`src/rtl/sst_pkg.sv`:
```
// Package: shared register addresses and control-bit positions for the
// prescaled seconds counter. Assumes a 16-bit register bus.
package sst_pkg;
    localparam int BUS_W = 16;

    typedef enum logic [2:0] {
        A_CTRL   = 3'd0,
        A_IEN    = 3'd1,
        A_PRE_HI = 3'd2,
        A_PRE_LO = 3'd3,
        A_CNT_HI = 3'd4,
        A_CNT_LO = 3'd5,
        A_ALM_HI = 3'd6,
        A_ALM_LO = 3'd7
    } reg_addr_e;

    localparam int CB_SEC  = 0;
    localparam int CB_ALM  = 1;
    localparam int CB_OVF  = 2;
    localparam int CB_SYN  = 3;
    localparam int CB_CFG  = 4;
    localparam int CB_DONE = 5;

    localparam int IB_SEC = 0;
    localparam int IB_ALM = 1;
    localparam int IB_OVF = 2;
endpackage

```
`src/rtl/sst_wr_gate.sv`:
```
// Write gate: accepts a write only when idle, then holds write-done low for
// BUSY_CYC cycles to model the commit latency. Assumes BUSY_CYC >= 1.
module sst_wr_gate #(
    parameter int BUSY_CYC = 3
) (
    input  logic clk,
    input  logic rst_n,
    input  logic wr_req,
    output logic accept,
    output logic done
);
    localparam int CW = $clog2(BUSY_CYC + 1);

    logic [CW-1:0] busy_q;

    assign done   = (busy_q == '0);
    assign accept = wr_req && done;

    // Load the busy window on an accepted write, count down otherwise.
    always_ff @(posedge clk) begin
        if (!rst_n)
            busy_q <= '0;
        else if (accept)
            busy_q <= CW'(BUSY_CYC);
        else if (!done)
            busy_q <= busy_q - 1'b1;
    end

    // an accepted write makes the gate busy in the next cycle
    p_busy_after_accept_r5: assert property (@(posedge clk) disable iff (!rst_n)
        accept |=> !done);
endmodule

```
`src/rtl/sst_prescaler.sv`:
```
// Prescaler: counts slow_en pulses down from the reload value and emits a
// one-cycle tick when the divider is at zero. A restart reloads the divider
// from restart_val and suppresses the tick in that cycle.
module sst_prescaler #(
    parameter int          PRE_W   = 20,
    parameter logic [PRE_W-1:0] RST_VAL = PRE_W'(32'h7FFF)
) (
    input  logic             clk,
    input  logic             rst_n,
    input  logic             slow_en,
    input  logic [PRE_W-1:0] reload,
    input  logic             restart,
    input  logic [PRE_W-1:0] restart_val,
    output logic             tick
);
    logic [PRE_W-1:0] div_q;

    assign tick = slow_en && !restart && (div_q == '0);

    // Divider: restart, reload at zero, or step down on each slow pulse.
    always_ff @(posedge clk) begin
        if (!rst_n)
            div_q <= RST_VAL;
        else if (restart)
            div_q <= restart_val;
        else if (slow_en)
            div_q <= (div_q == '0) ? reload : div_q - 1'b1;
    end

    // the divider never exceeds the live reload value
    p_div_bound_r2: assert property (@(posedge clk) disable iff (!rst_n)
        div_q <= reload);
endmodule

```
`src/rtl/sst_counter.sv`:
```
// Seconds counter: increments on tick, loads on commit (load has priority),
// and reports the next value, an update strobe and a wrap pulse.
module sst_counter #(
    parameter int W = 32
) (
    input  logic         clk,
    input  logic         rst_n,
    input  logic         tick,
    input  logic         load,
    input  logic [W-1:0] load_val,
    output logic [W-1:0] cnt,
    output logic [W-1:0] cnt_next,
    output logic         upd,
    output logic         wrap
);
    assign upd      = load || tick;
    assign cnt_next = load ? load_val : cnt + 1'b1;
    assign wrap     = tick && !load && (cnt == '1);

    // Counter register.
    always_ff @(posedge clk) begin
        if (!rst_n)
            cnt <= '0;
        else if (upd)
            cnt <= cnt_next;
    end

    // a plain tick advances the count by exactly one
    p_step_r2: assert property (@(posedge clk) disable iff (!rst_n)
        tick && !load |=> cnt == $past(cnt) + 1'b1);
    // a wrap lands on zero
    p_wrap_zero_r3: assert property (@(posedge clk) disable iff (!rst_n)
        wrap |=> cnt == '0);
endmodule

```
`src/rtl/sst_alarm.sv`:
```
// Alarm holder: keeps the live alarm value (loaded on commit) and flags a hit
// when the counter is updated to a value equal to the current alarm.
module sst_alarm #(
    parameter int          W       = 32,
    parameter logic [W-1:0] RST_VAL = '1
) (
    input  logic         clk,
    input  logic         rst_n,
    input  logic         commit,
    input  logic [W-1:0] commit_val,
    input  logic         upd,
    input  logic [W-1:0] cnt_next,
    output logic [W-1:0] alarm_val,
    output logic         hit
);
    assign hit = upd && (cnt_next == alarm_val);

    // Live alarm register.
    always_ff @(posedge clk) begin
        if (!rst_n)
            alarm_val <= RST_VAL;
        else if (commit)
            alarm_val <= commit_val;
    end
endmodule

```
`src/rtl/slow_second_timer.sv`:
```
// Top: register file for the prescaled seconds counter. Protected registers
// are staged in shadows during configuration mode and committed when the
// mode bit is cleared. Assumes 16 < PRE_W < 32 and a single clock domain.
module slow_second_timer
    import sst_pkg::*;
#(
    parameter int              PRE_W    = 20,
    parameter logic [PRE_W-1:0] PRE_RST  = PRE_W'(32'h7FFF),
    parameter logic [31:0]     ALM_RST  = 32'hFFFF_FFFF,
    parameter int              BUSY_CYC = 3
) (
    input  logic        clk,
    input  logic        rst_n,
    input  logic        slow_en,
    input  logic        reg_wr,
    input  logic [2:0]  reg_addr,
    input  logic [15:0] reg_wdata,
    output logic [15:0] reg_rdata,
    output logic        irq_second,
    output logic        irq_alarm,
    output logic        irq_overflow
);
    localparam int CNT_W    = 2 * BUS_W;
    localparam int PRE_HI_W = PRE_W - BUS_W;

    logic             accept, done;
    logic             cfg_q;
    logic             sec_f, alm_f, ovf_f, syn_f;
    logic             ie_sec, ie_alm, ie_ovf;
    logic [PRE_W-1:0] pre_live, pre_sh;
    logic [CNT_W-1:0] cnt_sh, alm_sh;
    logic             cnt_dirty;
    logic [CNT_W-1:0] cnt, cnt_next, alm_live;
    logic             upd, wrap, tick, hit;
    logic             wr_ctrl, enter, commit, cfg_wr;
    reg_addr_e        addr;

    assign addr    = reg_addr_e'(reg_addr);
    assign wr_ctrl = accept && (addr == A_CTRL);
    assign enter   = wr_ctrl && reg_wdata[CB_CFG] && !cfg_q;
    assign commit  = wr_ctrl && !reg_wdata[CB_CFG] && cfg_q;
    assign cfg_wr  = accept && cfg_q;

    sst_wr_gate #(.BUSY_CYC(BUSY_CYC)) u_gate (
        .clk(clk), .rst_n(rst_n), .wr_req(reg_wr), .accept(accept), .done(done)
    );

    sst_prescaler #(.PRE_W(PRE_W), .RST_VAL(PRE_RST)) u_pre (
        .clk(clk), .rst_n(rst_n), .slow_en(slow_en), .reload(pre_live),
        .restart(commit), .restart_val(pre_sh), .tick(tick)
    );

    sst_counter #(.W(CNT_W)) u_cnt (
        .clk(clk), .rst_n(rst_n), .tick(tick), .load(commit && cnt_dirty),
        .load_val(cnt_sh), .cnt(cnt), .cnt_next(cnt_next), .upd(upd), .wrap(wrap)
    );

    sst_alarm #(.W(CNT_W), .RST_VAL(ALM_RST)) u_alm (
        .clk(clk), .rst_n(rst_n), .commit(commit), .commit_val(alm_sh),
        .upd(upd), .cnt_next(cnt_next), .alarm_val(alm_live), .hit(hit)
    );

    // Configuration-mode bit follows every accepted CTRL write.
    always_ff @(posedge clk) begin
        if (!rst_n)
            cfg_q <= 1'b0;
        else if (wr_ctrl)
            cfg_q <= reg_wdata[CB_CFG];
    end

    // Shadow copies: snapshot on entry, staged writes inside configuration mode.
    always_ff @(posedge clk) begin
        if (!rst_n) begin
            pre_sh    <= PRE_RST;
            cnt_sh    <= '0;
            alm_sh    <= ALM_RST;
            cnt_dirty <= 1'b0;
        end else if (enter) begin
            pre_sh    <= pre_live;
            cnt_sh    <= cnt;
            alm_sh    <= alm_live;
            cnt_dirty <= 1'b0;
        end else if (cfg_wr) begin
            unique case (addr)
                A_PRE_HI: pre_sh[PRE_W-1:BUS_W] <= reg_wdata[PRE_HI_W-1:0];
                A_PRE_LO: pre_sh[BUS_W-1:0]     <= reg_wdata;
                A_CNT_HI: begin
                    cnt_sh[CNT_W-1:BUS_W] <= reg_wdata;
                    cnt_dirty             <= 1'b1;
                end
                A_CNT_LO: begin
                    cnt_sh[BUS_W-1:0] <= reg_wdata;
                    cnt_dirty         <= 1'b1;
                end
                A_ALM_HI: alm_sh[CNT_W-1:BUS_W] <= reg_wdata;
                A_ALM_LO: alm_sh[BUS_W-1:0]     <= reg_wdata;
                default: ;
            endcase
        end
    end

    // Live prescaler reload, updated only by a commit.
    always_ff @(posedge clk) begin
        if (!rst_n)
            pre_live <= PRE_RST;
        else if (commit)
            pre_live <= pre_sh;
    end

    // Sticky flags: hardware set wins over a software write of 0.
    always_ff @(posedge clk) begin
        if (!rst_n) begin
            sec_f <= 1'b0;
            alm_f <= 1'b0;
            ovf_f <= 1'b0;
            syn_f <= 1'b0;
        end else begin
            sec_f <= tick | (sec_f & ~(wr_ctrl & ~reg_wdata[CB_SEC]));
            alm_f <= hit  | (alm_f & ~(wr_ctrl & ~reg_wdata[CB_ALM]));
            ovf_f <= wrap | (ovf_f & ~(wr_ctrl & ~reg_wdata[CB_OVF]));
            syn_f <= tick | (syn_f & ~(wr_ctrl & ~reg_wdata[CB_SYN]));
        end
    end

    // Interrupt enables.
    always_ff @(posedge clk) begin
        if (!rst_n) begin
            ie_sec <= 1'b0;
            ie_alm <= 1'b0;
            ie_ovf <= 1'b0;
        end else if (accept && addr == A_IEN) begin
            ie_sec <= reg_wdata[IB_SEC];
            ie_alm <= reg_wdata[IB_ALM];
            ie_ovf <= reg_wdata[IB_OVF];
        end
    end

    assign irq_second   = sec_f & ie_sec;
    assign irq_alarm    = alm_f & ie_alm;
    assign irq_overflow = ovf_f & ie_ovf;

    // Read multiplexer; the alarm addresses return zero.
    always_comb begin
        reg_rdata = '0;
        unique case (addr)
            A_CTRL: begin
                reg_rdata[CB_SEC]  = sec_f;
                reg_rdata[CB_ALM]  = alm_f;
                reg_rdata[CB_OVF]  = ovf_f;
                reg_rdata[CB_SYN]  = syn_f;
                reg_rdata[CB_CFG]  = cfg_q;
                reg_rdata[CB_DONE] = done;
            end
            A_IEN: begin
                reg_rdata[IB_SEC] = ie_sec;
                reg_rdata[IB_ALM] = ie_alm;
                reg_rdata[IB_OVF] = ie_ovf;
            end
            A_PRE_HI: reg_rdata[PRE_HI_W-1:0] = pre_live[PRE_W-1:BUS_W];
            A_PRE_LO: reg_rdata = pre_live[BUS_W-1:0];
            A_CNT_HI: reg_rdata = cnt[CNT_W-1:BUS_W];
            A_CNT_LO: reg_rdata = cnt[BUS_W-1:0];
            default:  reg_rdata = '0;
        endcase
    end

    // outside configuration mode the protected live values hold
    p_cfg_hold_r4: assert property (@(posedge clk) disable iff (!rst_n)
        !cfg_q |=> $stable(alm_live) && $stable(pre_live));
    // a write during the busy window changes no register
    p_ignore_busy_r5: assert property (@(posedge clk) disable iff (!rst_n)
        reg_wr && !done |=> $stable(cfg_q) && $stable({ie_sec, ie_alm, ie_ovf}));
    // the alarm flag only rises when the counter reached the alarm
    p_alarm_match_r7: assert property (@(posedge clk) disable iff (!rst_n)
        $rose(alm_f) |-> cnt == $past(alm_live));
    // no alarm interrupt without its enable
    p_irq_gate_r8: assert property (@(posedge clk) disable iff (!rst_n)
        irq_alarm |-> ie_alm);
    // the synchronised flag only rises after a tick
    p_sync_tick_r9: assert property (@(posedge clk) disable iff (!rst_n)
        $rose(syn_f) |-> $past(tick));
endmodule

```
`config.mk`:
```
export PLATFORM = sky130hd
export DESIGN_NAME = slow_second_timer
export DESIGN_NICKNAME = d
export VERILOG_FILES = /design/src/rtl/sst_pkg.sv /design/src/rtl/sst_wr_gate.sv /design/src/rtl/sst_prescaler.sv /design/src/rtl/sst_counter.sv /design/src/rtl/sst_alarm.sv /design/src/rtl/slow_second_timer.sv
export SDC_FILE = /design/constraint.sdc
export NUM_CORES = 1
export LEC_CHECK = 0
export CAP_MARGIN = 25
export CORE_MARGIN = 1
export CORE_UTILIZATION = 45
export DETAILED_ROUTE_END_ITERATION = 8
export GPL_ROUTABILITY_DRIVEN = 0
export PLACE_DENSITY_LB_ADDON = 0.12
export SYNTH_ARGS = -nofsm -noshare
export SYNTH_HDL_FRONTEND = slang
export SYNTH_SLANG_ARGS = --single-unit
```
`constraint.sdc`:
```
create_clock -name clk -period 3.05 [get_ports clk]
set_input_delay 0.61 -clock clk [delete_from_list [all_inputs] [get_ports clk]]
set_output_delay 0.61 -clock clk [all_outputs]
set_load 0.1 [all_outputs]
```
# ---- After elaboration in Yosys (flattened, before gate mapping)
# Cells that the tools add are included.
dict set report totals {
  reg_bits 199
  output_inout_bits 19
  elab_cells 118
}
dict set report op_classes {
  bitwise_logic 24
  eq_ne 10
  reduce_logical 39
  n_mux 22
  n_addsub 3
}
# op n
set ops {}
lappend ops {{$mux W32} 5}
lappend ops {{$mux W20} 5}
lappend ops {{$mux W16} 5}
lappend ops {{$add A32 B1 Y32 const B} 1}
lappend ops {{$eq A32 B32 Y1} 1}
lappend ops {{$eq A32 B32 Y1 const B} 1}
lappend ops {{$pmux W10 S3} 1}
lappend ops {{$logic_not A20 Y1} 1}
lappend ops {{$sub A20 B1 Y20 const B} 1}
lappend ops {{$pmux W3 S6} 1}
lappend ops {{$reduce_bool A2 Y1} 8}
lappend ops {{$logic_and A1 B1 Y1} 14}
lappend ops {{$reduce_and A2 Y1} 7}
lappend ops {{$eq A3 B3 Y1 const B} 4}
lappend ops {{$and A1 B1 Y1} 11}
lappend ops {{$not A1 Y1} 9}
lappend ops {{$pmux W2 S4} 1}
lappend ops {{$eq A3 B2 Y1 const B} 2}
lappend ops {{$pmux W1 S5} 1}
lappend ops {{$logic_not A1 Y1} 4}
lappend ops {{$mux W2} 2}
lappend ops {{$mux W4} 1}
lappend ops {{$or A1 B1 Y1} 4}
lappend ops {{$reduce_or A2 Y1} 2}
lappend ops {{other kinds (6)} 6}

# ---- Logic depth before layout (Yosys ltp)
dict set report depth {
  ltp_word 11
  mapped_depth 13
  mapped_depth_nobuf 10
}

# ---- Cells and area by module
# From an unflattened synthesis, not the netlist that was laid out.
dict set report hier_totals {
  cells_unflattened 1404
  area_unflattened_um2 11512.3
}
# mod area_each_um2 cells_per_inst seq_area_each_um2 instances
set by_module_without_submodules {}
lappend by_module_without_submodules {slow_second_timer 5337.6 622 2262.2 1}
lappend by_module_without_submodules {sst_counter 2961.6 406 640.6 1}
lappend by_module_without_submodules {sst_prescaler 1636.6 217 400.4 1}
lappend by_module_without_submodules {sst_alarm 1467.7 147 640.6 1}
lappend by_module_without_submodules {sst_wr_gate 108.9 12 40.0 1}

# ---- Worst setup path after synthesis
# Ideal clock, no wire load.
dict set report synth_path {
  path_type {in2out}
  from {input port reg_addr[2]}
  to {output port reg_rdata[11]}
  path_slack_ns -1.216
  cell_stages 5
  path_buffers 2
  t_arrival_ns 3.656
  path_cell_list {clkbuf_1 nor2b_1 clkbuf_1 a22oi_1 o21ai_0}
}
dict set report synth_via {
  elab_chain_cells 2
}
# element line
set synth_lines {}
lappend synth_lines {{from (decl)} slow_second_timer.sv:16} ;# input logic [2:0] reg_addr,
lappend synth_lines {{$eq A3 B3 Y1 or $eq A3 B2 Y1 (tied branches)} slow_second_timer.sv:145} ;# unique case (addr)
lappend synth_lines {{$pmux W10 S3 *} slow_second_timer.sv:145}
lappend synth_lines {{to (decl)} slow_second_timer.sv:18} ;# output logic [15:0] reg_rdata,
# Every way passes the cells marked *; elsewhere a longest branch is shown, timed or not.

# ---- Worst setup path after layout
dict set report layout_path {
  from {input port reg_addr[0]}
  to {output port reg_rdata[10]}
}
# The elaborated chain is that of the path after synthesis.

==> results.md <==
* Status: completed
* Layout Skew at 0.0158 ns
* Leak pwr at between 4 and 5 nW
* Post-synth EDFFs at 0
* Final worst slack at approximately 0.045 ns
* Most common cell on crit path: buf_12
* Drt via density at between 6 and 7
* Via count at about 11000
* Placement row count at 57
* Most common cell after layout, fill and taps aside: nand2_1
* Tcrit/Tclk final at a little over nine tenths
* CP top delay family: buffers and inverters
* Fin. Hold Viols at 0
* Slew headroom at 50.9%
* Router iterations before antenna repair at 5
* H-tree depth at 4
* Syn Inst Count at 1460
* Synth Warn # at 0
* Seq pwr share at about 49%
* Setup Viol. Count Final at 0
* Initial Utilization at ~46%
* Data required, critical path at 2.44 ns
* Async SR Flop Fraction at 0%
* Cell depth of the worst min-delay path at 1
* Post-synth top area share at 35.9%
* Launching point of the worst reg2reg path: u_pre.div_q[0]$_SDFFE_PN1P_
* Postcts setup bufs at 0
* Kind of launch point of the worst setup path: primary input
* Synth area leaders: dfxtp_1, nand2_1, mux2i_1, a211oi_1, nor2_1
* Initial antenna violation count at 0
* Iter 0 DRT Violations at roughly 1100
* Combinational share of power at under 10%
* FMAX at about 0.33 GHz
* Worst R2R End: alm_f$_SDFF_PN0_
* Synth area leader: dfxtp_1
* Worst hold start: alm_sh[26]$_SDFFE_PN1P_
* Clock root buffer: clkbuf_16
* Most common flop cell mapped by yosys: dfxtp_1
* Arr. time, crit path at ~2.4 ns
* Place WS at -0.258 ns
* Grt total ovfl at 0
* Synth Cell Area at about 11000 um^2
* Crit-path cells: clkdlybuf4s50_1 -> buf_4 -> inv_1 -> buf_12 -> o21ai_2 -> buf_12
* Syn nets at approximately 1500
* Inserted Clock Buffers at 17
* Clock share of power at a little over two fifths
* Final core utilization at a little over half
* Die Height at 159 um
* Critical-path maximum fanout at 21
* Tmin final at ~3 ns
* Sw frac at 26.9%
* Total wire length at approximately 39 mm
* Worst VDD drop at approximately 0.35 mV
* Worst Setup End Kind: output port
* Worst-Skew Late Latency at ~0.45 ns
* Hold Path End: alm_sh[26]$_SDFFE_PN1P_
* Clock transition at path regs at roughly 0.08 ns
* Cell Int Power at about 3.9 mW
* Detail Route Antenna Nets at 0
* IO Pins at 42
* Clock sinks at 199
* Routed len/inst at 21.1 um
* Avg Inst Size Synth at 7.60 um^2
* Slowest CP cell: clkdlybuf4s50_1
* Tot GR Track Use at a little under a third
* Layout cells sized above 1 at 13.8%
* Max incr delay on CP at 0.50 ns
* First-pass GRT wire length at about 61 mm
* Die Width at roughly 160 um
* Worst-Margin Slew at 0.729 ns
* Post-DP HPWL at about 29 mm
* WP buf/inv at 5
* Max Cap Violations at 0
* R2R cell count at 10
* Worst Hold Class: register to register
* Power Dens Cells at just over 400 nW/um^2
* Tot Pwr at approximately 5.4 mW
* Vias in the first global route at between 10000 and 15000
* CTS tree: yes
* Most frequent cells in the layout: nand2_1, dfxtp_1, nor2_1, buf_4, a21oi_1
* # diodes at 0
* Cells after DPL at between 1500 and 2000
* CP Class: primary input to output port
* Hold buffers post-CTS at 0
* Yosys cell types at about 70
* Port buffer count at slightly above 40
* Layout overhead on the synthesized area at 19.2%
* Post-Layout Cell Count at 1839
* Switching power total at between 1 and 1.5 mW
* R2r setup slk at 0.23 ns
* Post-CTS Resized at 0
* # DRC at 0
* Final slew viol count at 0
* Largest net degree at the start of global routing at 52
* Die ar. at around 25000 um^2
* #FFs+latches synth at roughly 200
* Unrepaired setup endpoints after global routing: no
* Max clock buf depth at 2
* Sequential area share after synthesis at 35.9%
* Core Box Area at approximately 24000 um^2
* Final nets at ~1500
[synth_stat cells, types with 16 or more instances]
library cell and n:
a211o_1 24, or3_1 20, nand3_1 63, o21ai_0 79, a21oi_1 85, nor3_1 21
mux2i_1 49, xnor2_1 45, inv_1 28, nor2_1 126, xor2_1 28, clkbuf_1 103
dfxtp_1 199, buf_2 16, a211oi_1 65, o211ai_1 18, nand2_1 265
[state kept, by name (all words and copies together) (netlist names), 2 cells and up]
signal,flops
alm_sh,32
cnt_sh,32
pre_live,20
pre_sh,20
u_alm.alarm_val,32
u_cnt.cnt,32
u_gate.busy_q,2
u_pre.div_q,20
[worst reg2reg max path, stage by stage, from the launching register on]
cell       delay (ns)
dfxtp_1          0.35
inv_1            0.09
ha_1             0.18
nor4b_1          0.26
nand4b_1         0.35
nand4b_1         0.39
a2111oi_0        0.40
o221ai_1         0.18
nor4_2           0.26
o2111ai_1        0.17
o21ai_1          0.14
[metrics by stage]
stage	area [um^2]	hold WS [ns]	setup TNS [ns]
detailed placement	12600	0.449	-0.992
global placement	12600	0.442	-0.436
CTS	13200	0.468	0
global route	13200	0.485	0
finish	13200	0.465	0
floorplan	11200	0.432	-0.0367
[kinds of logic (layout without fill, tap and decap cells)]
group | after synthesis | in the layout | synth area share (%)
DFF | 199 | 199 | 35.9
AOI/OAI and AO/OA | 369 | 369 | 21.7
muxes | 52 | 52 | 4.83
buffers and inverters | 158 | 213 | 5.66
adders and majority gates | 4 | 4 | 0.451
xor gates and xnor gates | 73 | 73 | 5.76
and+or+nand+nor | 605 | 605 | 25.7
[power by group through the flow]
stage / Combinational, mW / Clock, mW / Sequential (mW)
floorplan: 0.267 / 0 / 2.70
global placement: 0.465 / 0 / 2.71
detailed placement: 0.468 / 0 / 2.71
CTS: 0.469 / 2.30 / 2.65
global route: 0.503 / 2.40 / 2.65
finish: 0.473 / 2.28 / 2.65
[cell type report]
| type | instances | area [um^2] |
|---|---|---|
| clock inverter | 14 | 143 |
| fill | 2336 | 11000 |
| multi-input combinational | 1103 | 6610 |
| inverter | 31 | 119 |
| tap | 324 | 405 |
| sequential | 199 | 3980 |
| clock buffer | 17 | 425 |
| timing repair buffer | 151 | 1550 |
[how the worst max path moves through the flow]
stage                                 from               end  slack (ns)  depth (start not counted)
2_1_floorplan                  reg_addr[2]     reg_rdata[11]      -0.004                          5
3_3_place_gp                        reg_wr  alm_f$_SDFF_PN0_       -0.26                          9
3_5_place_dp                        reg_wr  alm_f$_SDFF_PN0_       -0.26                          9
4_1_cts                        reg_addr[1]     reg_rdata[10]       0.003                          9
5_1_grt        u_pre.div_q[7]$_SDFFE_PN1P_  alm_f$_SDFF_PN0_      0.0004                          9
6_report                       reg_addr[0]     reg_rdata[10]        0.05                          6
[layer usage]
layer | part of all wire [%] | vias up | GRT usage, %
li1 | - | 5247 | -
met1 | 46 | 5346 | 42.8
met2 | 46 | 397 | 49.4
met3 | 5.5 | 75 | 3.67
met4 | 3.0 | 0 | 10.8
met5 | 0 | - | 0
Power figures use the tool's default switching activity.
